`src/rtl/bridge_pkg.sv`:
```
package bridge_pkg;
  typedef enum logic [1:0] {
    KIND_LANE   = 2'b00,
    KIND_STRICT = 2'b01,
    KIND_REPL   = 2'b10,
    KIND_RSVD   = 2'b11
  } kind_e;

  localparam logic [1:0] SZ_BYTE = 2'b00;
  localparam logic [1:0] SZ_HALF = 2'b01;
  localparam logic [1:0] SZ_WORD = 2'b10;
  localparam logic [1:0] SZ_BAD  = 2'b11;

  typedef enum logic [1:0] {
    ST_IDLE   = 2'b00,
    ST_SETUP  = 2'b01,
    ST_ACCESS = 2'b10
  } phase_e;
endpackage

```
`src/rtl/bridge_rst_sync.sv`:
```
module bridge_rst_sync (
  input  logic clk,
  input  logic arst_n,
  output logic rst_n_sync
);
  logic [1:0] sync_q;

  always_ff @(posedge clk or negedge arst_n) begin
    if (!arst_n) sync_q <= 2'b00;
    else         sync_q <= {sync_q[0], 1'b1};
  end

  assign rst_n_sync = sync_q[1];
endmodule

```
`src/rtl/bridge_win_decode.sv`:
```
module bridge_win_decode
  import bridge_pkg::*;
#(
  parameter int AW      = 16,
  parameter int SEL_LSB = 12,
  parameter int SEL_W   = 2,
  parameter logic [2*(1<<SEL_W)-1:0] WIN_KIND = 8'b01_10_01_00
) (
  input  logic [AW-1:0] addr,
  output kind_e         kind
);
  localparam int NWIN = 1 << SEL_W;

  kind_e               tbl [NWIN];
  logic [SEL_W-1:0]    win;

  generate
    for (genvar w = 0; w < NWIN; w++) begin : g_win
      assign tbl[w] = kind_e'(WIN_KIND[2*w +: 2]);
    end
  endgenerate

  assign win  = addr[SEL_LSB +: SEL_W];
  assign kind = tbl[win];
endmodule

```
`src/rtl/bridge_lane_shaper.sv`:
```
module bridge_lane_shaper
  import bridge_pkg::*;
(
  input  kind_e       kind,
  input  logic        write,
  input  logic [1:0]  size,
  input  logic [1:0]  off,
  input  logic [31:0] din,
  output logic [31:0] dout,
  output logic [3:0]  strb,
  output logic        reject
);
  logic [3:0] hit;
  logic       narrow;
  logic       misal;
  logic       badsz;
  logic       narrow_ok;

  generate
    for (genvar i = 0; i < 4; i++) begin : g_lane
      assign dout[8*i +: 8] = (size == SZ_BYTE) ? din[7:0] :
                              (size == SZ_HALF) ? din[8*(i%2) +: 8] :
                                                  din[8*i +: 8];
      assign hit[i] = (size == SZ_BYTE) ? (off == 2'(i)) :
                      (size == SZ_HALF) ? (off[1] == 1'(i/2)) :
                                          1'b1;
    end
  endgenerate

  always_comb begin
    badsz     = (size == SZ_BAD);
    narrow    = (size != SZ_WORD);
    misal     = ((size == SZ_HALF) && off[0]) ||
                ((size == SZ_WORD) && (off != 2'b00));
    narrow_ok = (kind == KIND_LANE) || (kind == KIND_REPL);
    reject    = badsz || misal || (narrow && !narrow_ok);
    if (!write)                 strb = 4'b0000;
    else if (kind == KIND_LANE) strb = hit;
    else                        strb = 4'b1111;
  end
endmodule

```
`src/rtl/bridge_xfer_ctrl.sv`:
```
module bridge_xfer_ctrl
  import bridge_pkg::*;
#(
  parameter int AW = 16
) (
  input  logic          clk,
  input  logic          rst_n,
  input  logic          req_valid,
  input  logic          req_write,
  input  logic          req_reject,
  input  logic [AW-1:0] req_addr_al,
  input  logic [31:0]   req_data,
  input  logic [3:0]    req_strb,
  input  logic          per_ready,
  input  logic          per_err,
  input  logic [31:0]   per_rdata,
  output logic          per_sel,
  output logic          per_en,
  output logic          per_write,
  output logic [AW-1:0] per_addr,
  output logic [31:0]   per_wdata,
  output logic [3:0]    per_strb,
  output logic          resp_done,
  output logic          resp_err,
  output logic [31:0]   resp_rdata
);
  phase_e        st_q, st_d;
  logic          done_q, done_d;
  logic          err_q, err_d;
  logic [31:0]   rd_q, rd_d;
  logic          cap_en;
  logic [AW-1:0] addr_q;
  logic [31:0]   wd_q;
  logic [3:0]    strb_q;
  logic          wr_q;

  always_comb begin
    st_d   = st_q;
    done_d = 1'b0;
    err_d  = err_q;
    rd_d   = rd_q;
    cap_en = 1'b0;
    case (st_q)
      ST_IDLE: begin
        if (req_valid && !done_q) begin
          if (req_reject) begin
            done_d = 1'b1;
            err_d  = 1'b1;
            rd_d   = '0;
          end else begin
            cap_en = 1'b1;
            st_d   = ST_SETUP;
          end
        end
      end
      ST_SETUP:  st_d = ST_ACCESS;
      ST_ACCESS: begin
        if (per_ready) begin
          st_d   = ST_IDLE;
          done_d = 1'b1;
          err_d  = per_err;
          rd_d   = wr_q ? '0 : per_rdata;
        end
      end
      default:   st_d = ST_IDLE;
    endcase
  end

  always_ff @(posedge clk or negedge rst_n) begin
    if (!rst_n) begin
      st_q   <= ST_IDLE;
      done_q <= 1'b0;
      err_q  <= 1'b0;
      rd_q   <= '0;
    end else begin
      st_q   <= st_d;
      done_q <= done_d;
      err_q  <= err_d;
      rd_q   <= rd_d;
    end
  end

  always_ff @(posedge clk) begin
    if (cap_en) begin
      addr_q <= req_addr_al;
      wd_q   <= req_data;
      strb_q <= req_strb;
      wr_q   <= req_write;
    end
  end

  assign per_sel    = (st_q != ST_IDLE);
  assign per_en     = (st_q == ST_ACCESS);
  assign per_write  = wr_q;
  assign per_addr   = addr_q;
  assign per_wdata  = wd_q;
  assign per_strb   = strb_q;
  assign resp_done  = done_q;
  assign resp_err   = err_q;
  assign resp_rdata = rd_q;
endmodule

```
`src/rtl/lane_repl_bridge.sv`:
```
module lane_repl_bridge
  import bridge_pkg::*;
#(
  parameter int AW      = 16,
  parameter int SEL_LSB = 12,
  parameter int SEL_W   = 2,
  parameter logic [2*(1<<SEL_W)-1:0] WIN_KIND = 8'b01_10_01_00
) (
  input  logic          clk,
  input  logic          rst_n,
  input  logic          req_valid,
  input  logic          req_write,
  input  logic [AW-1:0] req_addr,
  input  logic [1:0]    req_size,
  input  logic [31:0]   req_wdata,
  output logic          resp_done,
  output logic          resp_err,
  output logic [31:0]   resp_rdata,
  output logic          per_sel,
  output logic          per_en,
  output logic          per_write,
  output logic [AW-1:0] per_addr,
  output logic [31:0]   per_wdata,
  output logic [3:0]    per_strb,
  input  logic [31:0]   per_rdata,
  input  logic          per_ready,
  input  logic          per_err
);
  logic          rst_n_int;
  kind_e         kind;
  logic [31:0]   shaped;
  logic [3:0]    strb;
  logic          reject;
  logic [AW-1:0] addr_al;

  assign addr_al = {req_addr[AW-1:2], 2'b00};

  bridge_rst_sync u_rst (
    .clk       (clk),
    .arst_n    (rst_n),
    .rst_n_sync(rst_n_int)
  );

  bridge_win_decode #(
    .AW(AW), .SEL_LSB(SEL_LSB), .SEL_W(SEL_W), .WIN_KIND(WIN_KIND)
  ) u_dec (
    .addr(req_addr),
    .kind(kind)
  );

  bridge_lane_shaper u_shape (
    .kind  (kind),
    .write (req_write),
    .size  (req_size),
    .off   (req_addr[1:0]),
    .din   (req_wdata),
    .dout  (shaped),
    .strb  (strb),
    .reject(reject)
  );

  bridge_xfer_ctrl #(.AW(AW)) u_ctrl (
    .clk        (clk),
    .rst_n      (rst_n_int),
    .req_valid  (req_valid),
    .req_write  (req_write),
    .req_reject (reject),
    .req_addr_al(addr_al),
    .req_data   (shaped),
    .req_strb   (strb),
    .per_ready  (per_ready),
    .per_err    (per_err),
    .per_rdata  (per_rdata),
    .per_sel    (per_sel),
    .per_en     (per_en),
    .per_write  (per_write),
    .per_addr   (per_addr),
    .per_wdata  (per_wdata),
    .per_strb   (per_strb),
    .resp_done  (resp_done),
    .resp_err   (resp_err),
    .resp_rdata (resp_rdata)
  );
endmodule

```
`config.mk`:
```
export PLATFORM = sky130hd
export DESIGN_NAME = lane_repl_bridge
export DESIGN_NICKNAME = d
export VERILOG_FILES = /design/src/rtl/bridge_pkg.sv /design/src/rtl/bridge_rst_sync.sv /design/src/rtl/bridge_win_decode.sv /design/src/rtl/bridge_lane_shaper.sv /design/src/rtl/bridge_xfer_ctrl.sv /design/src/rtl/lane_repl_bridge.sv
export SDC_FILE = /design/constraint.sdc
export NUM_CORES = 1
export LEC_CHECK = 0
export BUFFER_PORTS_ARGS = -buffer_cell sky130_fd_sc_hd__buf_2
export CAP_MARGIN = 20
export CORE_AREA = 2 2 100 102
export CTS_CLUSTER_DIAMETER = 60
export CTS_CLUSTER_SIZE = 12
export DETAILED_ROUTE_END_ITERATION = 8
export DIE_AREA = 0 0 102 104
export GPL_TIMING_DRIVEN = 0
export PLACE_DENSITY = 0.74
export SLEW_MARGIN = 15
export SYNTH_ARGS = -nofsm -noshare
export SYNTH_HDL_FRONTEND = slang
export SYNTH_SLANG_ARGS = --single-unit
```
`constraint.sdc`:
```
create_clock -name clk -period 1 [get_ports clk]
set_input_delay 0.05 -clock clk [delete_from_list [all_inputs] [get_ports clk]]
set_output_delay 0.05 -clock clk [all_outputs]
set_load 0.01 [all_outputs]
```
==> impl_metrics.csv <==
group,metric,value,unit
synthesis,synth_adder_area_share,0,%
critical_path,arrival,1.80,ns
route,drt_iter0_markers,81,
pwr,cellLeakagePower,2.85,nW
timing,fin_skew,0.00753,ns
synthesis,yosys.area_share.simple,7.17,%
synthesis,synth_top_area_share,39.5,%
worst_hold_path,hold_path_class,"in2reg",
floorplan,start_util,40.6,%
critical_path,critPathCapture,"u_ctrl.per_addr[8]$_DFFE_PP_",
placement,portBuffers,173,
synthesis,ys_types,29,
timing,min_period,1.74,ns
clock_network,clk_latency,0.35,ns
placement,place_congestion,0.803,
timing,finalSetupViolCount,89,
route,met3_length,940,um
critical_path,reg2reg_slack,-0.74,ns
critical_path,rr_worst_depth,3,
route,wl_met1,4.29,mm
layout,final_layout_size_suffix_gt1_share,49.4,%
clock_network,cts_tree,"yes",
pwr,ir_drop,0.813,mV
synthesis,synth_compound_area_share,15.4,%
timing,tns,-60.00,ns
pwr,p_int,6.81,mW
layout,layoutNonFillerInstCount,694,
timing,rsz0062_at_grt,"yes",
synthesis,yosys.area_share.xor_xnor,0,%
synthesis,synth_top_area_cell,"edfxtp_1",
layout,diodes,0,
placement,placed_area,4950,um^2
pwr,clkPwrFrac,32.4,%
pwr,p_sw,2.28,mW
critical_path,critPathKind,"reg2reg",
clock_network,cts_buffers,9,
pwr,sw_frac_of_total,25.1,%
route,drtPass1Iterations,4,
placement,dp_cells,583,
layout,syn_to_final_growth,61.2,%
outcome,status,"finished, violations left",
critical_path,r2r-end,"u_ctrl.per_addr[8]$_DFFE_PP_",
timing,hold_violations,0,
clock_network,htreeDepth,3,
timing,finalWorstSetupSlack,-0.736,ns
timing,tightest_slew,0.728,ns
pwr,powerDensity,1460,nW/um^2
floorplan,die_w,102,um
critical_path,crit_start,"u_ctrl.st_q[1]$_DFFE_PN0P_",
pwr,pwr-share-comb,20.6,%
critical_path,required,1.06,ns
timing,max_freq,0.576,GHz
timing,fin_crit_sh,174,%
floorplan,core,9550,um^2
timing,slew-limit-headroom,51.4,%
floorplan,num_rows,36,
synthesis,ys_seq_area_share,64.1,%
global_route,gr-usage-all-layers,20.4,%
floorplan,die_area,10600,um^2
synthesis,synth_top_family_by_area,"compound AO/OA/AOI/OAI gates",
synthesis,yosysWarnings,0,
critical_path,critPathLaunchType,"flip-flop",
flow_run,maxCapViolations,0,
route,via_per_inst,4.76,
outcome,violations,"setup timing",
clock_network,cts.path.max_buffers,2,
synthesis,postSynthCellCount,275,
floorplan,die_h,104,um
synthesis,muxShareOfSynthArea,7.24,%
synthesis,synth-seq-cells,89,
pwr,power,9.09,mW
route,drt_wl_total,11.1,mm
global_route,grt_pass1_vias,3471,
placement,place_hpwl,6.85,mm
global_route,grt_max_degree,37,
route,met2RoutedLength,5.66,mm
clock_network,clock-root-buffer,"clkbuf_8",
floorplan,io_pins,177,
global_route,grt.overflow.total,0,
critical_path,crit_path_max_fanout,29,
clock_network,cts.sinks,89,
layout,nets,644,
global_route,grt_antenna_before_repair,0,
route,highest_layer,"met4",
synthesis,synth_area_leaders,"edfxtp_1, dfrtp_1, o32ai_2",
clock_network,clk_pin_slew,0.09,ns
global_route,grt_pass1_wl,16.7,mm
route,drc,0,
synthesis,avgSynthCellArea,14.1,um^2
synthesis,synth_area,3870,um^2
route,drtAntennaViolNets,0,
layout,final_area,6240,um^2
critical_path,timing.rr.start,"u_ctrl.st_q[1]$_DFFE_PN0P_",
critical_path,endpoint_kind,"flip-flop",
pwr,pwr-share-seq,47.0,%
timing,drv_slew,0,
route,vias,3306,
route,wl_per_cell,16.0,um
[stage by stage]
stage	util, %	hold WS (ns)	worst slack, ns
global placement	51.6	-0.164	-1.49
floorplan	-	-0.246	-1.17
global route	65.4	0.00592	-0.776
CTS	64.0	0.00184	-0.743
finish	65.4	0.0355	-0.736
detailed placement	51.8	-0.163	-1.18
[cell usage in the layout (no fill, tap or decap), drive strengths merged]
master         n
and2b          1
clkbuf        21
or2            1
nor4b          1
nor2           6
o32ai         32
or3            1
o21ai          9
conb           3
nand2b         2
bufinv         3
or4b           1
edfxtp        51
mux2          16
nor3           2
a211oi         1
nor2b          1
clkinvlp       3
dlygate4sd3   78
buf          197
nand3b         1
a21boi         3
nand2         43
mux2i         10
dfrtp         38
o21a           2
inv           33
clkinv         1
[area by class of cell]
| type | count | area (um^2) |
|---|---|---|
| flip-flops and latches | 89 | 2490 |
| clock buffers | 9 | 124 |
| multi-input cells | 136 | 1210 |
| fillers | 708 | 3310 |
| well taps | 133 | 166 |
| clock inverters | 7 | 119 |
| inverters | 33 | 124 |
| plain buffers | 19 | 136 |
| repair buffers | 268 | 1880 |
[flip-flops by register name, summed over array words and instances (netlist names)]
signal	flops
u_ctrl.per_strb	4
u_ctrl.resp_done	1
u_ctrl.resp_err	1
u_ctrl.per_addr	14
u_rst.sync_q	2
u_ctrl.resp_rdata	32
u_ctrl.per_wdata	32
u_ctrl.st_q	2
u_ctrl.per_write	1
[critical path, stage by stage (launching register included)]
cell     delay, ns
dfrtp_1       0.41
or4b_4        0.60
nor2_4        0.20
buf_12        0.21
[kinds of logic (layout without fill, tap and decap cells)]
group	count (synthesis)	after routing
AO/OA/AOI/OAI	47	47
multiplexers	26	26
flip-flops	89	89
buffers and inverters	52	336
AND/OR/NAND/NOR	59	60
other	2	3
[timing repair]
item	in CTS	in global routing
hold buffers	78	0
pin swaps	4	3
gates resized for setup	15	13
buffers inserted	7	6
setup endpoints to repair	89	134
endpoints found under the hold margin	78	0
cloned	2	2
[synthesized netlist by cell type]
master     n
edfxtp_1  51
nand2_1   43
dfrtp_1   38
inv_1     33
o32ai_2   30
mux2_2    16
mux2i_1   10
o21ai_0    9
clkbuf_1   8
nor2_1     5
a21boi_0   3
buf_1      3
buf_2      3
buf_6      3
buf_4      2
conb_1     2
nand2b_1   2
o21a_1     2
o32ai_1    2
a211oi_1   1
and2b_2    1
nand3b_1   1
nor2b_1    1
nor3_1     1
nor3_4     1
nor4b_2    1
or2_2      1
or3_1      1
or4b_4     1
[layer usage]
metal,track usage (%),up-vias
met5,0,-
met4,6.86,0
met3,6.38,20
met2,35.3,167
met1,23.8,1579
li1,-,1540
[how the worst min path moves through the flow]
stage,cells past startpoint,start,endpoint
after global placement,1,rst_n,u_rst.sync_q[0]$_DFF_PN0_
after detailed placement,1,rst_n,u_rst.sync_q[0]$_DFF_PN0_
final,2,req_wdata[8],u_ctrl.per_wdata[8]$_DFFE_PP_
after global routing,2,req_wdata[19],u_ctrl.per_wdata[19]$_DFFE_PP_
after CTS,2,req_wdata[8],u_ctrl.per_wdata[8]$_DFFE_PP_
after floorplan,0,rst_n,u_rst.sync_q[0]$_DFF_PN0_
[power by group through the flow]
stage	Sequential [mW]	Clock, mW	Combinational (mW)
floorplan	4.44	0	0.676
global placement	4.34	0	1.30
detailed placement	4.35	0	1.35
CTS	4.27	3.02	1.73
global route	4.30	3.16	2.01
finish	4.27	2.94	1.88
(Power assumes the default switching activity.)
